## src/rtl/ilvq_pkg.sv

```systemverilog
package ilvq_pkg;

    localparam int ADDR_W  = 32;
    localparam int DATA_W  = 32;
    localparam int LEN_W   = 3;
    localparam int NSLOT   = 4;
    localparam int RANK_W  = $clog2(NSLOT);
    localparam int OCC_W   = $clog2(NSLOT + 1);

    typedef enum logic [1:0] {
        LD_A    = 2'b00,
        LD_B    = 2'b01,
        LD_HOLD = 2'b10
    } ld_ctl_e;

    typedef enum logic [1:0] {
        SEL_B2 = 2'b00,
        SEL_B1 = 2'b01,
        SEL_A2 = 2'b10,
        SEL_A1 = 2'b11
    } sel_e;

    typedef struct packed {
        logic              is_read;
        logic [LEN_W-1:0]  len;
        logic [ADDR_W-1:0] addr;
        logic [DATA_W-1:0] data;
    } cmd_t;

    // rank 0 is the oldest occupied slot
    typedef struct packed {
        logic              vld;
        logic [RANK_W-1:0] rank;
        cmd_t              cmd;
    } slot_t;

    // rank of a surviving entry after the entry of rank gone_rank leaves
    function automatic logic [RANK_W-1:0] rank_after(
        input logic [RANK_W-1:0] rank,
        input logic              gone,
        input logic [RANK_W-1:0] gone_rank
    );
        if (gone && (rank > gone_rank))
            return rank - 1'b1;
        return rank;
    endfunction

    // is slot s a read that is older than rank r
    function automatic logic older_read(input slot_t s, input logic [RANK_W-1:0] r);
        return s.vld && s.cmd.is_read && (s.rank < r);
    endfunction

endpackage

```

## src/rtl/ilvq_half.sv

```systemverilog
module ilvq_half
    import ilvq_pkg::*;
(
    input  logic              clk,
    input  logic              rst,
    input  logic              load,
    input  cmd_t              load_cmd,
    input  logic [RANK_W-1:0] load_rank,
    input  logic              pop,
    input  logic              dec_vld,
    input  logic [RANK_W-1:0] dec_rank,
    output slot_t             s1,
    output slot_t             s2,
    output logic              half_full
);

    slot_t s1_n, s2_n, s1_adj, s2_adj;
    logic  pop_s1, pop_s2, s1_stays;

    assign half_full = s1.vld && s2.vld;
    assign pop_s1    = pop && !s2.vld;
    assign pop_s2    = pop && s2.vld;
    assign s1_stays  = s1.vld && !pop_s1;

    always_comb begin
        s1_adj      = s1;
        s1_adj.rank = rank_after(s1.rank, dec_vld, dec_rank);
        s2_adj      = s2;
        s2_adj.rank = rank_after(s2.rank, dec_vld, dec_rank);

        s1_n = s1_adj;
        s2_n = s2_adj;
        if (pop_s1) s1_n.vld = 1'b0;
        if (pop_s2) s2_n.vld = 1'b0;

        if (load) begin
            if (s1_stays) s2_n = s1_adj;
            s1_n.vld  = 1'b1;
            s1_n.rank = load_rank;
            s1_n.cmd  = load_cmd;
        end
    end

    always_ff @(posedge clk) begin
        if (rst) begin
            s1 <= '0;
            s2 <= '0;
        end else begin
            s1 <= s1_n;
            s2 <= s2_n;
        end
    end

    assert_no_overflow_R3: assert property (@(posedge clk) disable iff (rst)
        load |-> !half_full);

    assert_shift_on_load_R2: assert property (@(posedge clk) disable iff (rst)
        (load && s1.vld && !pop_s1) |=> (s2.vld && s2.cmd == $past(s1.cmd)));

    assert_older_pop_keeps_newer_R10: assert property (@(posedge clk) disable iff (rst)
        (pop_s2 && s1.vld && !load) |=> (s1.vld && !s2.vld && s1.cmd == $past(s1.cmd)));

    assert_newer_pop_clears_R10: assert property (@(posedge clk) disable iff (rst)
        (pop_s1 && !load) |=> (!s1.vld && !s2.vld));

endmodule

```

## src/rtl/ilvq_arbiter.sv

```systemverilog
module ilvq_arbiter
    import ilvq_pkg::*;
(
    input  logic              clk,
    input  logic              rst,
    input  slot_t             a1,
    input  slot_t             a2,
    input  slot_t             b1,
    input  slot_t             b2,
    input  logic              rdy_a,
    input  logic              rdy_b,
    output sel_e              sel,
    output logic              latch_a,
    output logic              latch_b,
    output logic              pop_a,
    output logic              pop_b,
    output logic [RANK_W-1:0] pop_rank
);

    slot_t head_a, head_b;
    logic  hv_a, hv_b, oldest_a, oldest_b;
    logic  blk_a, blk_b, elig_a, elig_b;

    assign head_a = a2.vld ? a2 : a1;
    assign head_b = b2.vld ? b2 : b1;
    assign hv_a   = a1.vld || a2.vld;
    assign hv_b   = b1.vld || b2.vld;

    assign oldest_a = hv_a && (!hv_b || head_a.rank < head_b.rank);
    assign oldest_b = hv_b && (!hv_a || head_b.rank < head_a.rank);

    // a write may not pass a read queued in the other half that is older
    assign blk_a = older_read(b1, head_a.rank) || older_read(b2, head_a.rank);
    assign blk_b = older_read(a1, head_b.rank) || older_read(a2, head_b.rank);

    assign elig_a = hv_a && (head_a.cmd.is_read ? (oldest_a && rdy_a && rdy_b)
                                                : (rdy_a && !blk_a));
    assign elig_b = hv_b && (head_b.cmd.is_read ? (oldest_b && rdy_a && rdy_b)
                                                : (rdy_b && !blk_b));

    assign pop_a = elig_a && (!elig_b || oldest_a);
    assign pop_b = elig_b && !pop_a;

    assign latch_a = pop_a || (pop_b && head_b.cmd.is_read);
    assign latch_b = pop_b || (pop_a && head_a.cmd.is_read);

    always_comb begin
        sel      = SEL_B2;
        pop_rank = '0;
        if (pop_a) begin
            sel      = a2.vld ? SEL_A2 : SEL_A1;
            pop_rank = head_a.rank;
        end else if (pop_b) begin
            sel      = b2.vld ? SEL_B2 : SEL_B1;
            pop_rank = head_b.rank;
        end
    end

    assert_single_issue_R7: assert property (@(posedge clk) disable iff (rst)
        !(pop_a && pop_b));

    assert_read_needs_both_R8: assert property (@(posedge clk) disable iff (rst)
        (latch_a && latch_b) |-> (rdy_a && rdy_b));

    assert_write_own_ready_R9: assert property (@(posedge clk) disable iff (rst)
        (latch_a != latch_b) |-> ((latch_a && rdy_a) || (latch_b && rdy_b)));

endmodule

```

## src/rtl/ilv_cmd_queue.sv

```systemverilog
module ilv_cmd_queue
    import ilvq_pkg::*;
#(
    parameter int ILV_BIT = 2
) (
    input  logic              clk,
    input  logic              rst,
    input  logic              in_valid,
    input  logic [ADDR_W-1:0] in_addr,
    input  logic [DATA_W-1:0] in_data,
    input  logic              in_read,
    input  logic [LEN_W-1:0]  in_len,
    output logic              in_nack,
    output logic [1:0]        ld_ctl,
    input  logic              rdy_a,
    input  logic              rdy_b,
    output logic              latch_a,
    output logic              latch_b,
    output logic [1:0]        sel,
    output logic [ADDR_W-1:0] out_addr,
    output logic [DATA_W-1:0] out_data,
    output logic              out_read,
    output logic [LEN_W-1:0]  out_len,
    output logic [NSLOT-1:0]  full_flags
);

    localparam int NHALF = 2;

    slot_t             s1_q [NHALF];
    slot_t             s2_q [NHALF];
    logic [NHALF-1:0]  half_full;
    logic [NHALF-1:0]  pop_h;
    logic              tgt_b, accept, issue, pop_a, pop_b;
    logic [RANK_W-1:0] pop_rank, new_rank;
    logic [OCC_W-1:0]  occ;
    cmd_t              in_cmd, out_cmd;
    sel_e              sel_w;
    ld_ctl_e           ld_w;

    assign tgt_b   = in_addr[ILV_BIT];
    assign in_nack = in_valid && half_full[tgt_b];
    assign accept  = in_valid && !half_full[tgt_b];
    assign ld_w    = !accept ? LD_HOLD : (tgt_b ? LD_B : LD_A);
    assign ld_ctl  = ld_w;

    assign in_cmd.is_read = in_read;
    assign in_cmd.len     = in_len;
    assign in_cmd.addr    = in_addr;
    assign in_cmd.data    = in_data;

    assign full_flags = {s2_q[1].vld, s1_q[1].vld, s2_q[0].vld, s1_q[0].vld};
    assign issue      = pop_a || pop_b;
    assign occ        = OCC_W'($countones(full_flags));
    assign new_rank   = RANK_W'(occ - OCC_W'(issue));
    assign pop_h      = {pop_b, pop_a};

    for (genvar g = 0; g < NHALF; g++) begin : g_half
        ilvq_half u_half (
            .clk       (clk),
            .rst       (rst),
            .load      (accept && (tgt_b == g[0])),
            .load_cmd  (in_cmd),
            .load_rank (new_rank),
            .pop       (pop_h[g]),
            .dec_vld   (issue),
            .dec_rank  (pop_rank),
            .s1        (s1_q[g]),
            .s2        (s2_q[g]),
            .half_full (half_full[g])
        );
    end

    ilvq_arbiter u_arb (
        .clk      (clk),
        .rst      (rst),
        .a1       (s1_q[0]),
        .a2       (s2_q[0]),
        .b1       (s1_q[1]),
        .b2       (s2_q[1]),
        .rdy_a    (rdy_a),
        .rdy_b    (rdy_b),
        .sel      (sel_w),
        .latch_a  (latch_a),
        .latch_b  (latch_b),
        .pop_a    (pop_a),
        .pop_b    (pop_b),
        .pop_rank (pop_rank)
    );

    assign sel = sel_w;

    always_comb begin
        unique case (sel_w)
            SEL_A1:  out_cmd = s1_q[0].cmd;
            SEL_A2:  out_cmd = s2_q[0].cmd;
            SEL_B1:  out_cmd = s1_q[1].cmd;
            default: out_cmd = s2_q[1].cmd;
        endcase
    end

    assign out_addr = out_cmd.addr;
    assign out_data = out_cmd.data;
    assign out_read = out_cmd.is_read;
    assign out_len  = out_cmd.len;

    assert_ld_code_legal_R1: assert property (@(posedge clk) disable iff (rst)
        ld_ctl != 2'b11);

    assert_nack_no_load_R3: assert property (@(posedge clk) disable iff (rst)
        in_nack |-> (ld_ctl == LD_HOLD));

    assert_issue_from_full_R5: assert property (@(posedge clk) disable iff (rst)
        (latch_a || latch_b) |-> full_flags[2'd3 - sel]);

    assert_idle_default_R6: assert property (@(posedge clk) disable iff (rst)
        !(latch_a || latch_b) |-> (sel == SEL_B2));

    assert_flags_hold_R4: assert property (@(posedge clk) disable iff (rst)
        (!accept && !latch_a && !latch_b) |=> $stable(full_flags));

endmodule

```

## config.mk

```make
export PLATFORM = sky130hd
export DESIGN_NAME = ilv_cmd_queue
export DESIGN_NICKNAME = d
export VERILOG_FILES = /design/src/rtl/ilvq_pkg.sv /design/src/rtl/ilvq_half.sv /design/src/rtl/ilvq_arbiter.sv /design/src/rtl/ilv_cmd_queue.sv
export SDC_FILE = /design/constraint.sdc
export NUM_CORES = 1
export LEC_CHECK = 0
export BUFFER_PORTS_ARGS = -buffer_cell sky130_fd_sc_hd__buf_2
export CORE_MARGIN = 2
export CORE_UTILIZATION = 25
export CTS_BUF_LIST = sky130_fd_sc_hd__clkbuf_2
export DETAILED_ROUTE_END_ITERATION = 12
export GPL_ROUTABILITY_DRIVEN = 0
export GPL_TIMING_DRIVEN = 0
export PLACE_DENSITY = 0.47
export SLEW_MARGIN = 30
export SYNTH_ARGS = -nofsm -noshare
export SYNTH_HDL_FRONTEND = slang
export SYNTH_SLANG_ARGS = --single-unit
```

## constraint.sdc

```tcl
create_clock -name clk -period 4.41 [get_ports clk]
set_input_delay 0.441 -clock clk [delete_from_list [all_inputs] [get_ports clk]]
set_output_delay 0.441 -clock clk [all_outputs]
set_load 0.02 [all_outputs]
```

Word level (Yosys, flattened, before mapping)
Index checks and enable logic that the tools add are counted.
{ "totals": {"regBits": 284, "inputBits": 73, "out_inout_bits": 79, "word_cells": 147} }
{ "classes": {"add_sub_neg": 8, "n_lt_le_gt_ge": 11, "n_eq_ne": 3, "mux": 37, "bitwise_logic": 1, "reduce_logical": 63} }
{ "ops": {"columns": ["op", "n"], "rows": [
  ["$mux 71", 6],
  ["$pmux 68 s3", 1],
  ["$mux 70", 2],
  ["$logic_and 1x1->1", 38],
  ["$mux 2", 13],
  ["$mux 1", 15],
  ["$lt 2x2->1", 6],
  ["$logic_not 1->1", 11],
  ["$logic_or 1x1->1", 10],
  ["$gt 2x2->1", 4],
  ["$sub 2x1->2 const B", 4],
  ["$add 1x1->2", 2],
  ["$eq 2x2->1 const B", 2],
  ["$reduce_and 2->1", 2],
  ["$reduce_bool 2->1", 2],
  ["$add 2x2->2", 1],
  ["$eq 2x1->1 const B", 1],
  ["$lt 1x2->1 const B", 1],
  ["$sub 2x1->2", 1],
  ["$not 1->1", 1]
]} }

Logic depth before layout (Yosys ltp)
Gate-level depths: netlist of the first run.
{ "depth": {"word_depth": 21, "ltp_mapped": 23, "ltp_nobuf": 18} }

Cells and area by module
Synthesis of the first run repeated with hierarchy kept, for this count alone.
{ "unflattened": {"hier_cells": 1290, "hier_area_um2": 12668.4} }
{ "modules_own_cells": {"columns": ["mod", "n_inst", "cells_each", "area_each_um2", "seq_area_each_um2"], "rows": [
  ["ilvq_half", 2, 567, 5223.8, 2842.7],
  ["ilv_cmd_queue", 1, 99, 1783.0, 0.0],
  ["ilvq_arbiter", 1, 57, 437.9, 0.0]
]} }

Worst setup path after synthesis of the first run
No wires, ideal clock.
{ "synth_timing": {"path_kind": "flip-flop to flip-flop", "startpoint": "register g_half[0].u_half.s2[70] (netlist name)", "endpoint": "register g_half[0].u_half.s1[68] (netlist name)", "setup_ps": 131, "arrival_time_ps": 4519, "setup_slack_ps": -241, "stages_incl_launch_ff": 24, "n_path_buf": 6, "period_less_slack_ps": 4651, "cell_sequence": "dfxtp_1 -> buf_6 -> clkbuf_1 -> buf_1 -> mux2i_1 -> ha_1 -> nor2b_1 -> nor2_1 -> o2111ai_1 -> a2bb2oi_2 -> or2_1 -> buf_4 -> buf_6 -> buf_2 -> nor2_1 -> a21oi_1 -> ha_1 -> nor2b_1 -> o21ai_0 -> nand2b_1 -> o21ai_0 -> o21bai_1 -> nor3_1 -> nor3_1"} }
{ "synth_via": {"elab_chain_len": 20, "word_cells_on_any_way": 51, "classes_between": "3 x add/sub; 5 x order compare; 10 x mux; 33 x reduce/logical"} }
{ "synth_rtl": {"columns": ["element", "line", "text"], "rows": [
  ["from (decl)", "ilvq_half.sv:13", "output slot_t s2,"],
  ["from (signal assigned)", "ilvq_half.sv:50", "s2 <= s2_n;"],
  ["$mux 70 or $logic_or 1x1->1 (tied branches)", "ilvq_arbiter.sv:24, ilvq_arbiter.sv:26", null],
  ["$lt 2x2->1 or $logic_not 1->1 (tied branches)", "ilvq_arbiter.sv:30", "assign oldest_b = hv_b && (!hv_a || head_b.rank < head_a.rank);"],
  ["$logic_or 1x1->1", "ilvq_arbiter.sv:30", null],
  ["$logic_and 1x1->1", "ilvq_arbiter.sv:30", null],
  ["$logic_and 1x1->1 (2 in series)", "ilvq_arbiter.sv:38", "assign elig_b = hv_b && (head_b.cmd.is_read ? (oldest_b && rdy_a && rdy_b)"],
  ["$mux 1", "ilvq_arbiter.sv:38", null],
  ["$logic_and 1x1->1", "ilvq_arbiter.sv:38", null],
  ["$logic_not 1->1", "ilvq_arbiter.sv:41", "assign pop_a = elig_a && (!elig_b || oldest_a);"],
  ["[... 3 more ...]", null, null],
  ["$logic_and 1x1->1", "ilvq_arbiter.sv:42", "assign pop_b = elig_b && !pop_a;"],
  ["$mux 2", "ilvq_arbiter.sv:53", "end else if (pop_b) begin"],
  ["$mux 2", "ilvq_arbiter.sv:50", "if (pop_a) begin"],
  ["$gt 2x2->1", "ilvq_pkg.sv:43", "if (gone && (rank > gone_rank))"],
  ["$logic_and 1x1->1", "ilvq_pkg.sv:43", null],
  ["$mux 1", "ilvq_pkg.sv:43", null],
  ["$mux 2", "ilvq_pkg.sv:45", "return rank;"],
  ["$mux 71 (*)", "ilvq_half.sv:36", "if (load) begin"],
  ["to (signal assigned)", "ilvq_half.sv:49", "s1 <= s1_n;"],
  ["to (decl)", "ilvq_half.sv:12", "output slot_t s1,"]
]} }
Every way passes the cells marked *; elsewhere a longest branch is shown, timed or not. The select of a mux whose other input is x is not followed.
A chain may end at the register's enable or synchronous reset.

Final worst setup path of the first run
{ "layout_timing": {"startpoint": "register g_half[1].u_half.s2[70] (netlist name)", "endpoint": "output out_len[0]"} }
{ "layout_via": {"elab_chain_len": 17, "word_cells_on_any_way": 41, "classes_between": "4 x order compare; 3 x eq/ne; 7 x mux; 27 x reduce/logical"} }
{ "layout_rtl": {"columns": ["element", "line", "text"], "rows": [
  ["from (decl)", "ilvq_half.sv:13", null],
  ["from (signal assigned)", "ilvq_half.sv:50", null],
  ["$mux 70", "ilvq_arbiter.sv:25", "assign head_b = b2.vld ? b2 : b1;"],
  ["$lt 2x2->1, on equally long branches", "ilvq_pkg.sv:50, ilvq_arbiter.sv:30", null],
  ["$logic_and 1x1->1 or $logic_or 1x1->1 (tied branches)", "ilvq_pkg.sv:50, ilvq_arbiter.sv:30", null],
  ["$logic_or 1x1->1 or $logic_and 1x1->1 (tied branches)", "ilvq_arbiter.sv:34, ilvq_arbiter.sv:30", null],
  ["$logic_not 1->1 or $logic_and 1x1->1 (tied branches)", "ilvq_arbiter.sv:39, ilvq_arbiter.sv:38", null],
  ["$logic_and 1x1->1, on equally long branches", "ilvq_arbiter.sv:39, ilvq_arbiter.sv:38", null],
  ["$mux 1", "ilvq_arbiter.sv:38", null],
  ["$logic_and 1x1->1", "ilvq_arbiter.sv:38", null],
  ["$logic_not 1->1", "ilvq_arbiter.sv:41", null],
  ["$logic_or 1x1->1", "ilvq_arbiter.sv:41", null],
  ["$logic_and 1x1->1", "ilvq_arbiter.sv:41", null],
  ["$logic_not 1->1", "ilvq_arbiter.sv:42", null],
  ["$logic_and 1x1->1", "ilvq_arbiter.sv:42", null],
  ["$mux 2", "ilvq_arbiter.sv:53", null],
  ["$mux 2 (*)", "ilvq_arbiter.sv:50", null],
  ["$eq 2x1->1 or $eq 2x2->1 (tied branches)", "ilv_cmd_queue.sv:93", "unique case (sel_w)"],
  ["$pmux 68 s3 (*)", "ilv_cmd_queue.sv:93", null],
  ["to (decl)", "ilv_cmd_queue.sv:23", "output logic [LEN_W-1:0] out_len,"]
]} }
Every way passes the cells marked *; elsewhere a longest branch is shown, timed or not.

==> run metrics, run 1 <==
Worst Setup SP=g_half[1].u_half.s2[70]; setup slack at placement=-1.35 ns; P&R area growth vs syn=33.3%; Pre-Repair DR Iteration Count=5; Flop pwr share=0.491; vias after detailed routing=12300; CTS Buffer Depth=3; post-synth top area cell=dfxtp_1; R2R cell count=21; Yosys top cell area share=0.452; die width=228 um; Final #Nets=1950; Setup-failing EPs final=42; clock sink total=284; Chip Height=228 um; fin crit share=1.02; starting density of the core=0.252; gr ovfl total=0; most frequent cells in the layout=nand2_1 (419), dfxtp_1 (282), a21oi_1 (213); synth top area cells=dfxtp_1 (45%), nand2_1 (13%), mux2i_1 (11%); largest net degree at the start of global routing=11; P_leak=0.00621 uW; Min-Delay Path Class=input pin to flop; Clk Latency, worst-skew pair=0.93 ns; Sw Pwr=1730 uW; final hold viol count=0; Die Area=52100 um2; sequential fraction of the synthesis area=0.452; clock group share of total power=0.344; I/O Buffers=151; Syn Inst Count=1521; fin crit period=4.50 ns; Worst Path Max Fanout=10; Critical Path Sink Type=output pin; crit path launch type=flop; post-route insts no fill=2590; RSZ-0062 raised after global routing=yes; syn avg cell area=8.26 um2; hold path endpoint=g_half[1].u_half.s2[70]; total placed cells including tap cells=2345; Synth Warn #=0; starting DRC count in detailed routing=917; fill count=5385; Hold Crit Start=rdy_a; number of flops mapped to enable cells by yosys=0; Max Freq=222 MHz; Layout Skew=0.0610 ns; reg2reg start=g_half[1].u_half.s2[70]; max cap viols=0; max-slew violation count=0; worst path required time=3.97 ns; first-pass GRT wire length=73200 um; flop2flop setup slack=0.17 ns; number of global-route vias before repair=12000; DRC=0; detailed-route wire length=49600 um; Yosys reg bits=284; core footprint=49900 um2; asr flop ratio synth=0; Ports=152; CP arrival=4.06 ns; status=finished with violations; Sw Share=0.315; commonest non-fill, non-tap cell in the layout=nand2_1; CTS tree=yes; Distinct cells, synth=58; Worst Hold Depth=6; dominant synthesized flop cell=dfxtp_1; Worst-Margin Slew=0.988 ns; Rel. slew slack=0.342; post-layout util=0.336; Root Buffer=clkbuf_2; mapped cell area=12600 um2; Max IR drop VDD=0.000143 V; WS Path Type=flop to output pin; H-tree Lvls=3; antenna violations before repair=1; PnR worst setup slack=-0.0947 ns; WL per Instance=19.2 um; Post-DP HPWL=33500 um; layout cells sized above 1=0.226; site row count=82; CTS clk-pin slew, worst paths=0.10 ns; Crit Reg-Reg Endpoint=g_half[0].u_half.s1[68]; DR vias/cell=4.75; GRT Overall Usage=0.185; Cell Int Power=3770 uW; Routed Antenna Nets=0; failing checks=negative setup slack; Power per Cell Area=328 nW/um2; combinational share of power=0.165; Inserted Clock Buffers=80; Syn Nets=1611
[metal layers]
metal  GRT usage  part of all wire  routed length, um
met1       0.241              0.44              22000
met2       0.295              0.46              22600
met3      0.0356             0.063               3130
met4      0.0872             0.038               1870
met5           0                 0                  0
[Yosys cell counts, types with 4 or more instances]
cell,instances
ha_1,16
nand2_1,420
a221o_1,68
nor2b_1,6
buf_2,25
buf_6,9
nor2_1,150
a211oi_1,4
o21ai_0,10
a21oi_1,215
inv_1,14
clkbuf_1,70
buf_4,17
xnor2_1,6
dfxtp_1,284
mux2_2,4
mux2i_1,139
nor3_1,5
nand3_1,6
[worst max path at each step]
stage | end | slack, ns | cells past startpoint
finish | out_len[0] | -0.09 | 12
global route | out_addr[2] | -0.18 | 13
CTS | out_data[28] | -0.11 | 15
detailed placement | g_half[0].u_half.s1[68] | -1.35 | 23
global placement | g_half[0].u_half.s1[68] | -1.41 | 23
floorplan | g_half[0].u_half.s1[68] | 0.05 | 23
[state kept, by name (all words and copies together) (netlist names)]
register,flops
g_half.u_half.s1,142
g_half.u_half.s2,142
[metrics by stage]
stage	hold WS [ns]	area (um2)	TNS, ns	power [uW]
6_report	0.292	16800	-1.75	5500
5_1_grt	0.268	16800	-7.70	5800
4_1_cts	0.154	16400	-2.64	5520
3_5_place_dp	0.446	14200	-38.62	3450
3_3_place_gp	0.441	14200	-44.22	3440
2_1_floorplan	0.436	12600	0	3160
[critical path, stage by stage (launching register included)]
cell,delay [ns]
dfxtp_4,0.37
buf_8,0.12
mux2_4,0.34
ha_4,0.28
nor2b_4,0.16
a2bb2oi_2,0.19
o21bai_1,0.13
a211o_1,0.37
and3_4,0.26
buf_12,0.16
buf_12,0.16
a221o_1,0.43
buf_6,0.17
[power by group through the flow]
stage	Clock, uW	Sequential (uW)	Combinational (uW)
after floorplan	0	2740	418
after global placement	0	2760	690
after detailed placement	0	2760	696
after CTS	1950	2700	864
after global routing	2110	2710	972
final	1890	2700	909
[repair_timing]
item                                   CTS  global route
pin swaps                               30            28
cloned                                   3             2
gates resized for setup                158            74
setup buffers                           26             9
endpoints found under the hold margin  137             0
setup endpoints to repair              149            76
hold buffers                            70             0
[cell families after synthesis]
| kind of cell | synth area share |
|---|---|
| adder cells (fa/ha/maj) | 0.0175 |
| buffers and inverters | 0.0550 |
| AND/OR/NAND/NOR | 0.191 |
| AO/OA/AOI/OAI | 0.163 |
| multiplexers | 0.116 |
| flip-flops | 0.452 |
| XOR/XNOR | 0.00488 |
[cell type report]
type                       count  area [um2]  share of cell area
antenna                        1        2.50            0.000149
buffer                       120         817              0.0488
clock buffer                 128         641              0.0382
clock inverter                11        42.5             0.00254
inverter                      16        65.1             0.00388
multi-input combinational   1097        6460               0.385
sequential                   284        5690               0.340
tap                          672         841              0.0502
timing repair buffer         261        2190               0.131
No activity file was read; power rests on OpenSTA's default activity.
==> run 2: changes to the inputs <==
--- a/config.mk
+++ b/config.mk
@@ -6,14 +6,17 @@
 export NUM_CORES = 1
 export LEC_CHECK = 0
 export BUFFER_PORTS_ARGS = -buffer_cell sky130_fd_sc_hd__buf_2
+export CELL_PAD_IN_SITES_DETAIL_PLACEMENT = 0
+export CELL_PAD_IN_SITES_GLOBAL_PLACEMENT = 1
 export CORE_MARGIN = 2
 export CORE_UTILIZATION = 25
 export CTS_BUF_LIST = sky130_fd_sc_hd__clkbuf_2
 export DETAILED_ROUTE_END_ITERATION = 12
 export GPL_ROUTABILITY_DRIVEN = 0
 export GPL_TIMING_DRIVEN = 0
-export PLACE_DENSITY = 0.47
+export PLACE_DENSITY = 0.57
 export SLEW_MARGIN = 30
 export SYNTH_ARGS = -nofsm -noshare
 export SYNTH_HDL_FRONTEND = slang
 export SYNTH_SLANG_ARGS = --single-unit
+export TNS_END_PERCENT = 30
==> run 2 against run 1 <==
The run still ends with negative setup slack left. Flip-flop and latch count unchanged. Clock power fell by 3%. Maximum frequency rose by 0.64%. Register-to-register slack improved by 0.08 ns. First-iteration DRC count is 4.7% lower. Critical path type unchanged. Highest routed layer unchanged.
==> run metrics, run 2 (synthesis gave the netlist of run 1 again) <==
status=finished with violations; WL per Instance=19.4 um (+1.1%); clock sink total=284 (unchanged); CP arrival=4.03 ns (-0.03 ns); worst path required time=3.97 ns (about the same); Die Area=52100 um2 (unchanged); vias after detailed routing=12100 (-1.6%); total placed cells including tap cells=2344 (-0.043%); core footprint=49900 um2 (unchanged); Max Freq=223 MHz (+0.64%); Hold WS=0.249 ns (-0.0431 ns); Root Buffer=clkbuf_2; P_leak=0.00604 uW (-2.8%); Chip Height=228 um (unchanged); number of global-route vias before repair=11900 (-0.50%); Post-Place Cell Area=14200 um2 (about the same); Clk Latency, worst-skew pair=0.94 ns (about the same); Ports=152 (unchanged); Worst-Margin Slew=1.01 ns (+0.0199 ns); CTS tree=yes; Final #Nets=1939 (-0.56%); commonest non-fill, non-tap cell in the layout=nand2_1; final hold viol count=0 (unchanged); DRC=0 (unchanged); GRT Overall Usage=0.189 (+0.00372); Layout Skew=0.0602 ns (-0.000721 ns); Finished Cell Area=16200 um2 (-3.4%); RSZ-0062 raised after global routing=yes; antenna violations before repair=1 (unchanged); starting DRC count in detailed routing=874 (-4.7%); Pre-Repair DR Iteration Count=6 (+1); Power per Cell Area=333 nW/um2 (+1.5%); layout cells sized above 1=0.205 (-0.0219); Critical Path Sink Type=output pin; Routed Antenna Nets=0 (unchanged); P&R area growth vs syn=28.8%; Max IR drop VDD=0.000144 V (+0.68%); crit path launch type=flop; fin crit period=4.48 ns (-0.0288 ns); largest net degree at the start of global routing=11 (unchanged); gr ovfl total=0 (unchanged); fill count=5416 (+0.58%); CTS clk-pin slew, worst paths=0.10 ns (about the same); DR vias/cell=4.71 (-0.86%); site row count=82 (unchanged); Inserted Clock Buffers=80 (unchanged); met2 wire len=22700 um (+0.19%); first-pass GRT wire length=74100 um (+1.2%); routed length on met1=22700 um (+3.0%); max cap viols=0 (unchanged); Largest regs=g_half.u_half.s1: 142 flops, g_half.u_half.s2: 142 flops; fin crit share=1.01 (-0.00653); starting density of the core=0.252 (unchanged); PnR worst setup slack=-0.0659 ns (+0.0288 ns); post-route insts no fill=2570 (-0.77%); Worst Path Max Fanout=8 (-2); detailed-route wire length=49800 um (+0.32%); WS Path Type=flop to output pin; H-tree Lvls=3 (unchanged); max-slew violation count=0 (unchanged); Setup-failing EPs final=10 (-76%); met3 wire length=3010 um (-3.9%); die width=228 um (unchanged); CTS Buffer Depth=3 (unchanged); most frequent cells in the layout=nand2_1 (419), dfxtp_1 (282), a21oi_1 (214); Min-Delay Path Class=input pin to flop; Rel. slew slack=0.328 (-0.0133); failing checks=negative setup slack; post-route setup TNS=-0.255 ns (+1.49 ns); Top Metal Used=met4; I/O Buffers=151 (unchanged); Post-DP HPWL=33900 um (+1.2%)
==> run 2: cell types whose count changed in the layout (fill, tap and decap cells not counted), sizes merged <==
cell and delta:
clkbuf -14, bufbuf -1, clkinv +1, buf -7, inv +1
==> run 2: per-layer routing <==
layer,up-vias,GRT usage
met1,5752,0.250
met2,374,0.304
met5,-,0
met4,0,0.0754
met3,78,0.0346
li1,5888,-
==> run 2: critical path: stages (launching register included) <==
cell	delay [ns]
dfxtp_4	0.37
buf_8	0.12
mux2_4	0.33
inv_2	0.08
ha_2	0.19
nand4bb_1	0.13
a21oi_1	0.09
or3_4	0.39
a2bb2oi_4	0.18
or2_4	0.21
inv_4	0.05
nor2_4	0.20
buf_12	0.19
buf_12	0.13
a221o_1	0.28
buf_6	0.16
==> run 2: cell type report <==
cell class                 count  area, um2  share of cell area
buffer                       118        748              0.0462
timing repair buffer         252       1900               0.118
antenna                        1       2.50            0.000155
inverter                      16       62.6             0.00387
tap                          672        841              0.0520
clock buffer                 117        586              0.0362
clock inverter                13       48.8             0.00302
sequential                   284       5690               0.352
multi-input combinational   1097       6300               0.389
==> run 2: through the flow <==
stage | worst slack (ns) | power, uW | util
4_1_cts | -0.111 | 5460 | 0.324
5_1_grt | -0.194 | 5670 | 0.325
3_5_place_dp | -1.28 | 3460 | 0.284
3_3_place_gp | -1.44 | 3460 | 0.284
2_1_floorplan | 0.0534 | 3160 | -
6_report | -0.0659 | 5390 | 0.325
==> run 2: power breakdown <==
| group | internal (uW) | total (uW) | switching (uW) |
|---|---|---|---|
| Sequential | 2640 | 2700 | 64.7 |
| Combinational | 342 | 858 | 516 |
| Clock | 691 | 1830 | 1140 |
| Total | 3670 | 5390 | 1720 |
==> run 2: timing repair <==
item,in CTS,in global routing
hold buffers,70,0
pin swaps,21,24
buffers inserted,24,4
gates resized for setup,121,16
endpoints found under the hold margin,137,0
setup endpoints to repair,149,74
gates cloned,2,0
==> run 2: final timing paths <==
path,startpoint,to,slack (ns),cells after the start
worst max-delay path,g_half[1].u_half.s2[70],out_addr[2],-0.07,15
worst max register to register,g_half[1].u_half.s2[70],g_half[0].u_half.s1[68],0.25,21
worst min-delay path,rdy_a,g_half[1].u_half.s2[70],0.25,6
worst min register to register,g_half[0].u_half.s1[36],g_half[0].u_half.s2[36],0.43,2
